<file path="config.mk">
export PLATFORM = sky130hd
export DESIGN_NAME = jmp_decode_top
export DESIGN_NICKNAME = d
export VERILOG_FILES = /design/src/rtl/jmp_decode_pkg.sv /design/src/rtl/jmp_kind_decode.sv /design/src/rtl/jmp_cond_eval.sv /design/src/rtl/jmp_pc_step.sv /design/src/rtl/jmp_decode_top.sv
export SDC_FILE = /design/constraint.sdc
export NUM_CORES = 1
export LEC_CHECK = 0
export CAP_MARGIN = 10
export CORE_UTILIZATION = 25
export DETAILED_ROUTE_END_ITERATION = 10
export MAX_ROUTING_LAYER = met4
export PLACE_DENSITY = 0.9
export SYNTH_ARGS = -nofsm -noshare
export SYNTH_HDL_FRONTEND = slang
export SYNTH_SLANG_ARGS = --single-unit
</file>
<file path="constraint.sdc">
create_clock -name vclk -period 2.5
set_clock_uncertainty 0.2 [all_clocks]
set_input_delay 0.375 -clock vclk [all_inputs]
set_output_delay 0.375 -clock vclk [all_outputs]
set_load 0.005 [all_outputs]
</file>
<file path="src/rtl/jmp_decode_pkg.sv">
package jmp_decode_pkg;

    localparam int WORD_W   = 32;
    localparam int PC_W     = 8;
    localparam int SEL_W    = 4;

    // Bit positions that the decode depends on
    localparam int CLS_HI   = 31;
    localparam int SUB_HI   = 29;
    localparam int END_BIT  = 27;
    localparam int COND_HI  = 25;
    localparam int COND_LO  = 19;
    localparam int POL_BIT  = 24;
    localparam int SEL_LO   = 19;

    localparam logic [1:0] CLS_CTRL = 2'd3;
    localparam logic [1:0] SUB_JUMP = 2'd1;

    typedef enum logic [2:0] {
        K_ARITH,
        K_RSVD,
        K_IMM,
        K_XFER,
        K_JUMP,
        K_LOOP,
        K_END,
        K_CTRL_RSVD
    } word_kind_e;

    typedef struct packed {
        logic z;
        logic s;
        logic c;
        logic t0;
    } flag_set_t;

    typedef struct packed {
        logic              always_go;
        logic              want_true;
        logic [SEL_W-1:0]  sel;
    } cond_fields_t;

    function automatic cond_fields_t split_cond(input logic [WORD_W-1:0] w);
        cond_fields_t f;
        f.always_go = (w[COND_HI:COND_LO] == '0);
        f.want_true = w[POL_BIT];
        f.sel       = w[SEL_LO +: SEL_W];
        return f;
    endfunction

endpackage

</file>
<file path="src/rtl/jmp_kind_decode.sv">
module jmp_kind_decode
    import jmp_decode_pkg::*;
(
    input  logic [3:0]  top_bits,   // word bits 31:28
    input  logic        end_bit,    // word bit 27
    output word_kind_e  kind,
    output logic        is_jump
);
    always_comb begin
        unique case (top_bits[3:2])
            2'd0: kind = K_ARITH;
            2'd1: kind = K_RSVD;
            2'd2: kind = K_IMM;
            default: begin
                unique case (top_bits[1:0])
                    2'd0:    kind = K_XFER;
                    2'd1:    kind = K_JUMP;
                    2'd2:    kind = end_bit ? K_LOOP : K_END;
                    default: kind = K_CTRL_RSVD;
                endcase
            end
        endcase
    end

    assign is_jump = (kind == K_JUMP);
endmodule

</file>
<file path="src/rtl/jmp_cond_eval.sv">
module jmp_cond_eval
    import jmp_decode_pkg::*;
(
    input  logic          clk,
    input  logic          rst,
    input  cond_fields_t  cf,
    input  flag_set_t     fl,
    output logic          cond_ok
);
    logic known;
    logic truth;

    always_comb begin
        known = 1'b1;
        unique case (cf.sel)
            4'd1:    truth = fl.z;
            4'd2:    truth = fl.s;
            4'd3:    truth = fl.z | fl.s;
            4'd4:    truth = fl.c;
            4'd8:    truth = fl.t0;
            default: begin
                truth = 1'b0;
                known = 1'b0;
            end
        endcase
    end

    assign cond_ok = cf.always_go | (known & (truth == cf.want_true));

    // unlisted selector never passes
    p_unlisted_sel_r6: assert property (@(posedge clk) disable iff (rst)
        (!cf.always_go && !(cf.sel inside {4'd1, 4'd2, 4'd3, 4'd4, 4'd8})) |-> !cond_ok);

    // the combined code passes with either flag when polarity is true
    p_zs_pair_r5: assert property (@(posedge clk) disable iff (rst)
        (!cf.always_go && cf.sel == 4'd3 && cf.want_true && (fl.z || fl.s)) |-> cond_ok);
endmodule

</file>
<file path="src/rtl/jmp_pc_step.sv">
module jmp_pc_step
    import jmp_decode_pkg::*;
(
    input  logic             clk,
    input  logic             rst,
    input  logic             valid,
    input  logic             take,
    input  logic [PC_W-1:0]  target,
    input  logic [PC_W-1:0]  pc_cur,
    output logic [PC_W-1:0]  pc_next
);
    localparam logic [PC_W-1:0] ONE = PC_W'(1);

    always_comb begin
        if (!valid)
            pc_next = pc_cur;
        else if (take)
            pc_next = target;
        else
            pc_next = pc_cur + ONE;
    end

    // advance wraps at the top of the counter
    p_wrap_r7: assert property (@(posedge clk) disable iff (rst)
        (valid && !take && pc_cur == '1) |-> (pc_next == '0));

    // no movement without a valid word
    p_hold_r8: assert property (@(posedge clk) disable iff (rst)
        !valid |-> (pc_next == pc_cur));
endmodule

</file>
<file path="src/rtl/jmp_decode_top.sv">
module jmp_decode_top
    import jmp_decode_pkg::*;
(
    input  logic             clk,
    input  logic             rst,
    input  logic             instr_valid,
    input  logic [31:0]      instr,
    input  logic [7:0]       pc_cur,
    input  logic             flag_s,
    input  logic             flag_z,
    input  logic             flag_c,
    input  logic             flag_t0,
    output logic             jump_taken,
    output logic [7:0]       pc_next
);
    word_kind_e    kind;
    logic          is_jump;
    cond_fields_t  cf;
    flag_set_t     fl;
    logic          cond_ok;

    // Bits outside the fields decoded here
    logic unused_bits;
    assign unused_bits = ^{instr[18:8], instr[26], kind};

    jmp_kind_decode u_kind (
        .top_bits (instr[CLS_HI:SUB_HI-1]),
        .end_bit  (instr[END_BIT]),
        .kind     (kind),
        .is_jump  (is_jump)
    );

    assign cf = split_cond(instr);
    assign fl = '{z: flag_z, s: flag_s, c: flag_c, t0: flag_t0};

    jmp_cond_eval u_cond (
        .clk     (clk),
        .rst     (rst),
        .cf      (cf),
        .fl      (fl),
        .cond_ok (cond_ok)
    );

    assign jump_taken = instr_valid & is_jump & cond_ok;

    jmp_pc_step u_step (
        .clk     (clk),
        .rst     (rst),
        .valid   (instr_valid),
        .take    (jump_taken),
        .target  (instr[PC_W-1:0]),
        .pc_cur  (pc_cur),
        .pc_next (pc_next)
    );

    // only the jump opcode can be taken
    p_only_jump_r1: assert property (@(posedge clk) disable iff (rst)
        (instr[31:30] != CLS_CTRL || instr[29:28] != SUB_JUMP) |-> !jump_taken);

    // a taken jump lands on the target byte
    p_target_r2: assert property (@(posedge clk) disable iff (rst)
        jump_taken |-> (pc_next == instr[7:0]));

    // empty condition field always jumps
    p_uncond_r3: assert property (@(posedge clk) disable iff (rst)
        (instr_valid && instr[31:28] == 4'hD && instr[25:19] == 7'd0) |-> jump_taken);

    // no jump without a valid word
    p_idle_r8: assert property (@(posedge clk) disable iff (rst)
        !instr_valid |-> !jump_taken);
endmodule

</file>
==> flow_summary.toml, run 1 <==
[run_status]
status = "finished clean"

[timing]
period_needed_ns = 2.46
fin_setup_tns_ns = 0
hold_viol = 0
slew_headroom_pct = 86.4
max_freq_mhz = 407
drv_slew = 0
setup_violations = 0
rsz0062_at_grt = "yes"
fin_ws_ns = 0.0400
worst_slew_pin_slew_ns = 0.202
timing.final.crit_share_pct = 98.4

[run]
cap_violations = 0

[synth]
avgSynthCellArea_sq_um = 6.30
synth-xor-area-share_pct = 2.24
synthAdderAreaFrac_pct = 3.21
synth_warnings = 0
synth_fp_nets = 110
synthMuxAreaShare_pct = 20.5
synth_top_family_by_area = "simple AND/OR/NAND/NOR gates"
synthCells = 62
yosys.area_share.simple_pct = 31.4
synth_area_sq_um = 390
synth_compound_area_share_pct = 30.1
synth_cell_types = 22
ys_seq_area_share_pct = 0

[die]
dieWidth_um = 41.5
die_y_um = 41.5
pin_count = 56
die-area_sq_um = 1720
num_rows = 13
core_area_sq_um = 1380
start_util_pct = 28.2

[clocking]
cts_hold_buf = 0

[drt]
drtAntennaViolNets = 0
drt-initial-drc-count = 8
vias = 666
via_per_inst = 5.20
wl_um = 1460
dr.pass1.iters = 4
avgRoutedWirePerCell_um = 11.4
drc = 0

[critical_path]
critical_path.max_stage_delay_ns = 0.27
cp_cell_sequence = "buf_4, nor2_1, nand2_2, nor4_2, o31a_1, buf_6, mux2i_1, a22oi_1, buf_2"
slowest_stage = "nor4_2"
endpoint_kind = "output pin"
cp-start-kind = "input pin"
crit_fanout = 5
critical_path_class = "input pin to output pin"
arrival_ns = 1.88
required_ns = 1.92

[layout]
area_delta_synth_final_pct = 135
final_cell_mix = "clkdlybuf4s50_1, buf_2, buf_4"
layout-drive-gt1-share_pct = 34.5
nNetsFinal = 163
instances_no_fill = 128
seqCellArea_sq_um = 0
n_clock_buffer = 0
final_common_cell = "clkdlybuf4s50_1"
diodes = 0
flops_and_latches = 0

[power_and_ir_drop]
cellPowerDensity_nw_per_um2 = 123
power.total_w = 0.000113
p_leak_nw = 0.412
ir_drop_uv = 68.4

[worst_hold_path]
worstHoldPathCells = 4
min_delay_worst_endpoint = "pc_next[1]"
min_from = "instr_valid"
hold_class = "input pin to output pin"

[place]
io_buffer_count = 41
globalplace.congestion = 0.776
post-place-ws_ns = -0.741
post-place-cells = 124

[global_routing]
grt_max_degree = 17
grt.total_usage_pct = 15.5
antenna_found_initial = 0
grt_pass1_vias = 557
grt_pass1_wl_um = 2220
gr-total-overflow = 0
-- worst max-delay path: cells and delay by family --
family | cells | cell delay, ns
muxes | 1 | 0.20
AOI/OAI and AO/OA | 2 | 0.36
and+or+nand+nor | 3 | 0.53
buffers and inverters | 3 | 0.42
-- cell type report --
cell class,instances,area (sq um)
timing repair buffer,54,474
multi-input combinational,53,402
fill,112,465
inverter,6,22.5
tap,15,18.8
-- worst max path at each step --
stage	start	to	slack (ns)	cells after the start
after floorplan	instr[19]	pc_next[1]	0.33	8
after global placement	instr[22]	pc_next[0]	-0.67	9
after detailed placement	instr[21]	pc_next[0]	-0.74	9
after CTS	instr[23]	pc_next[1]	0.003	7
after global routing	instr[22]	pc_next[3]	-0.1	9
final	instr[21]	pc_next[3]	0.04	9
-- logic make-up (layout without fill, tap and decap cells) --
logic type      Yosys count  after routing
simple gates             25             25
compound gates           18             18
buf+inv                   9             60
mux                       8              8
fa+ha+maj                 1              1
xor+xnor                  1              1
-- layer usage --
layer  up-vias  GRT usage, %  routed length (um)
met3         0          2.17                 161
li1        331             -                   -
met4         0             0                   0
met1       301          18.2                 544
met2        34          29.4                 749
met5         -             -                   0
-- synthesized netlist by cell type, types with 2 or more instances --
master    number  area, sq um
nand3b_1       2         15.0
nand2_1        8         30.0
buf_6          2         22.5
a22oi_1        7         52.6
and3_1         4         25.0
inv_1          6         22.5
mux2i_1        8         80.1
nor2_1         6         22.5
nor4_1         2         12.5
o21ai_0        5         25.0
-- where the power goes --
group	switching [W]	leakage, nW	total [W]	internal (W)
combinational	0.0000403	0.412	0.000113	0.0000728
sequential	0	0	0	0
clock	0	0	0	0
-- metrics by stage --
step	util [%]	hold WS, ns	instance area, sq um
finish	66.3	1.07	917
global route	66.3	1.11	917
CTS	62.1	1.19	858
detailed placement	62.3	1.51	861
global placement	62.3	1.51	861
floorplan	-	0.645	390
-- repair_timing --
item	CTS	global route
endpoints found under the hold margin	0	0
setup buffers	1	2
gates resized for setup	64	23
pin swaps	13	16
gates cloned	1	0
endpoints found under the setup margin	9	8
(Power assumes the default switching activity.)
==> run 2, diff against run 1 <==
- CORE_MARGIN: unset -> 2
- CORE_UTILIZATION: 25 -> 27
- PLACE_DENSITY: 0.9 -> 0.95
- clock period: 2.5 -> 3 ns (I/O delays scaled with it)
==> run 2 against run 1 <==
Against the previous run:
- cell area fell by 8.3%
- routed wire length fell by 4.2%
- utilization fell by 3.3 points
- sequential share of layout area did not move
- first-iteration DRC count fell by 38%
- sequential cell count did not move
- largest power group unchanged
==> flow_summary.toml, run 2 (same netlist as run 1, synthesis figures left out) <==
[drt]
drc = 0
avgRoutedWirePerCell_um = 11.5
wl_um = 1390
vias = 609
drt-initial-drc-count = 5
drtAntennaViolNets = 0
via_per_inst = 5.03
dr.pass1.iters = 3

[timing]
rsz0062_at_grt = "no"
worst_slew_pin_slew_ns = 0.245
timing.final.crit_share_pct = 97.0
holdWs_ns = 1.35
max_freq_mhz = 344
hold_viol = 0
drv_slew = 0
setup_violations = 0
period_needed_ns = 2.91
slew_headroom_pct = 83.5

[power_and_ir_drop]
power_frac_comb_pct = 100.0
p_clk_share_pct = 0
cellPowerDensity_nw_per_um2 = 104
switching_share_pct = 34.4
power.total_w = 0.0000875
p_int_w = 0.0000574
pwr-share-seq_pct = 0
p_leak_nw = 0.351
ir_drop_uv = 50.6
power.switching_w = 0.0000301

[layout]
n_clock_buffer = 0
final_area_sq_um = 841
nNetsFinal = 156
post-route-util_pct = 63.0
diodes = 0
layout-drive-gt1-share_pct = 14.2
flops_and_latches = 0
final_common_cell = "clkdlybuf4s50_1"
final_cell_mix = "clkdlybuf4s50_1, nand2_1, mux2i_1"
seqCellArea_sq_um = 0
area_delta_synth_final_pct = 115

[global_routing]
grt.total_usage_pct = 14.8
grt_max_degree = 17
grt_pass1_vias = 522
gr-total-overflow = 0
antenna_found_initial = 0
grt_pass1_wl_um = 2150

[critical_path]
crit_fanout = 9
critical_path.max_stage_delay_ns = 0.41
cp_cell_sequence = "clkdlybuf4s50_1, a22oi_2, nor3_2, o21a_1, o31a_1, buf_6, mux2i_1, a22oi_1, dlygate4sd2_1"
path_delay_family = "compound AO/OA/AOI/OAI gates"
arrival_ns = 2.26
cp-start-kind = "input pin"
required_ns = 2.35
path_buf_inv = 3
slowest_stage = "clkdlybuf4s50_1"
endpoint_kind = "output pin"
critical_path_class = "input pin to output pin"

[die]
die_y_um = 42.0
pin_count = 56
num_rows = 13
dieWidth_um = 42.0
die-area_sq_um = 1770
core_area_sq_um = 1330
start_util_pct = 29.3

[place]
placed_area_sq_um = 838
io_buffer_count = 41
globalplace.congestion = 0.718
dp_hpwl_um = 1170

[run_status]
status = "finished clean"

[run]
cap_violations = 0

[worst_hold_path]
hold_class = "input pin to output pin"
[run 2: routing by layer]
layer | part of all wire, % | global-route usage (%) | up-vias
li1 | - | - | 318
met1 | 47 | 18.2 | 262
met2 | 47 | 27.2 | 29
met3 | 6.2 | 2.16 | 0
met4 | 0 | 0 | 0
met5 | 0 | - | -
[run 2: power by group through the flow]
stage	Clock, W	Sequential (W)	Combinational (W)
final	0	0	0.0000875
after global routing	0	0	0.0000951
after CTS	0	0	0.0000879
after detailed placement	0	0	0.0000923
after global placement	0	0	0.0000903
after floorplan	0	0	0.0000236
[run 2: through the flow]
| step | cells | setup TNS (ns) | setup slack [ns] |
|---|---|---|---|
| floorplan | 62 | 0 | 0.682 |
| global placement | 121 | -2.36 | -0.346 |
| detailed placement | 121 | -2.70 | -0.398 |
| CTS | 121 | 0 | 0.000260 |
| global route | 121 | 0 | 0.00596 |
| finish | 121 | 0 | 0.0897 |
[run 2: layout make-up]
type | instances | area [sq um]
multi-input cells | 53 | 364
fillers | 127 | 493
well taps | 15 | 18.8
inverters | 6 | 22.5
repair buffers | 47 | 435
[run 2: final timing paths]
path                  slack [ns]  startpoint    endpoint  cells past startpoint
worst max-delay path        0.09      flag_z  pc_next[2]                      9
worst min-delay path        1.35    instr[0]  pc_next[0]                      4
[run 2: tightest hold or removal path: cells and delay by family]
kind	cells	cell delay, ns
compound gates	1	0.07
simple gates	1	0.06
buf+inv	2	0.52
[run 2: repair_timing]
item	4_1_cts	5_1_grt
hold endpoints to repair	0	0
gates resized for setup	24	7
pin swaps	3	3
endpoints found under the setup margin	9	7
hold buffers	0	0
buffers inserted	0	0
==> run 3, diff against run 2 <==
- CORE_UTILIZATION: 27 -> 23
- PLACE_DENSITY: 0.95 -> 0.88
- clock period: 3 -> 2.4 ns (I/O delays scaled with it)
==> run 3 against run 2 <==
Against the previous run:
- routed wire length up 14%
- power up 25%
- worst hold slack worse by 0.33 ns
- via count up 3.0%
- worst setup slack worse by 0.13 ns
- largest power group unchanged
- non-clock buffer count up 4
- the flow now finishes with violations (setup timing)
- critical endpoint is now pc_next[0]
- die area up 16%
- global-route usage up 1.4 points
- combinational power up 25%
==> flow_summary.toml, run 3 (same netlist as run 1, synthesis figures left out) <==
[critical_path]
cp.depth = 9
required_ns = 1.84
endpoint_kind = "output pin"
path_delay_family = "compound AO/OA/AOI/OAI gates"
cp-start-kind = "input pin"
cp_common_cell = "buf_6"
slowest_stage = "o31a_1"
critical_path.max_stage_delay_ns = 0.33
cp_cell_sequence = "buf_6, a22oi_2, nor3_2, o21a_1, o31a_1, buf_6, or2_0, a31oi_1, buf_2"
arrival_ns = 1.88
critPathLaunch = "flag_z"
path_buf_inv = 3
crit_fanout = 8
endpoint = "pc_next[0]"
critical_path_class = "input pin to output pin"

[timing]
setup_violations = 1
period_needed_ns = 2.44
max_freq_mhz = 410
slew_headroom_pct = 84.8
rsz0062_at_grt = "yes"
worst_slew_pin_slew_ns = 0.225
timing.final.crit_share_pct = 102
drv_slew = 0
hold_viol = 0
fin_ws_ns = -0.0403

[die]
num_rows = 14
start_util_pct = 25.3
die_y_um = 45.2
die-area_sq_um = 2040
core_area_sq_um = 1540
dieWidth_um = 45.2
pin_count = 56

[layout]
area_delta_synth_final_pct = 121
final_cell_mix = "clkdlybuf4s50_1, buf_2, buf_4"
n_clock_buffer = 0
seqCellArea_sq_um = 0
num-fill-cells = 165
flops_and_latches = 0
diodes = 0
final_common_cell = "clkdlybuf4s50_1"
layout-drive-gt1-share_pct = 31.8
nNetsFinal = 160
post-route-util_pct = 55.9

[power_and_ir_drop]
p_leak_nw = 0.401
cellPowerDensity_nw_per_um2 = 127
ir_drop_uv = 56.4

[drt]
via_per_inst = 4.98
drtAntennaViolNets = 0
dr.pass1.iters = 4
wl_met3_um = 161
drc = 0
wl_um = 1600
drt-initial-drc-count = 6
wl_met2_um = 806
avgRoutedWirePerCell_um = 12.7
drt-met1-wl_um = 627
highest_layer = "met3"
vias = 627

[global_routing]
grt_pass1_wl_um = 2550
grt_max_degree = 17
grt.total_usage_pct = 16.2
grt_pass1_vias = 636
antenna_found_initial = 0
gr-total-overflow = 0

[place]
post-place-ws_ns = -0.826
io_buffer_count = 41
globalplace.congestion = 0.816
dp_hpwl_um = 1300

[run_status]
violations = "setup timing"
status = "finished, violations left"

[run]
cap_violations = 0

[clocking]
cts_setup_buffers = 0
cts_hold_buf = 0

[worst_hold_path]
hold_class = "input pin to output pin"
## run 3: changes by cell type in the layout (fill, tap and decap cells not counted), moves of 3 or more
cell,previous run,this run
clkdlybuf4s50_1,29,14
buf_2,2,11
buf_4,4,10
and3_1,4,1
and3_4,0,3
dlygate4sd2_1,6,9
## run 3: area by class of cell
type | instances | area, sq um | share of cell area, %
well taps | 16 | 20.0 | 2.32
inverters | 6 | 22.5 | 2.61
multi-input cells | 53 | 390 | 45.3
repair buffers | 51 | 429 | 49.8
## run 3: worst min path at each step
| stage | from | end | slack, ns | cells past startpoint |
|---|---|---|---|---|
| 6_report | pc_cur[1] | pc_next[1] | 1.02 | 4 |
| 5_1_grt | pc_cur[2] | pc_next[2] | 1.07 | 5 |
| 4_1_cts | pc_cur[1] | pc_next[1] | 1.11 | 4 |
| 3_5_place_dp | instr[0] | pc_next[0] | 1.50 | 4 |
| 3_3_place_gp | instr[0] | pc_next[0] | 1.48 | 4 |
| 2_1_floorplan | pc_cur[2] | pc_next[2] | 0.61 | 2 |
## run 3: power breakdown
group	internal, W	switching, W
Sequential	0	0
Clock	0	0
Combinational	0.0000677	0.0000417
## run 3: metrics by stage
| step | cells | instance area [sq um] | total power, W | hold WS (ns) | setup TNS [ns] |
|---|---|---|---|---|---|
| 2_1_floorplan | 62 | 390 | 0.0000295 | 0.615 | 0 |
| 3_3_place_gp | 126 | 870 | 0.000117 | 1.48 | -6.01 |
| 3_5_place_dp | 126 | 870 | 0.000121 | 1.50 | -6.49 |
| 4_1_cts | 126 | 845 | 0.000109 | 1.11 | -0.0384 |
| 5_1_grt | 126 | 862 | 0.000120 | 1.07 | -0.413 |
| 6_report | 126 | 862 | 0.000109 | 1.02 | -0.0403 |
## run 3: worst min-delay path, stage by stage
cell and delay, ns:
dlygate4sd2_1 0.24, nor2_1 0.05, a21oi_1 0.10, buf_2 0.12
## run 3: repair_timing
item,in CTS,in global routing
pin swaps,13,4
resized for setup,83,8
endpoints found under the setup margin,9,9
## run 3: per-layer routing
metal / vias up / GRT usage (%)
met5: - / -
met3: 0 / 1.60
met4: 0 / 0
li1: 324 / -
met1: 277 / 17.6
met2: 26 / 32.9
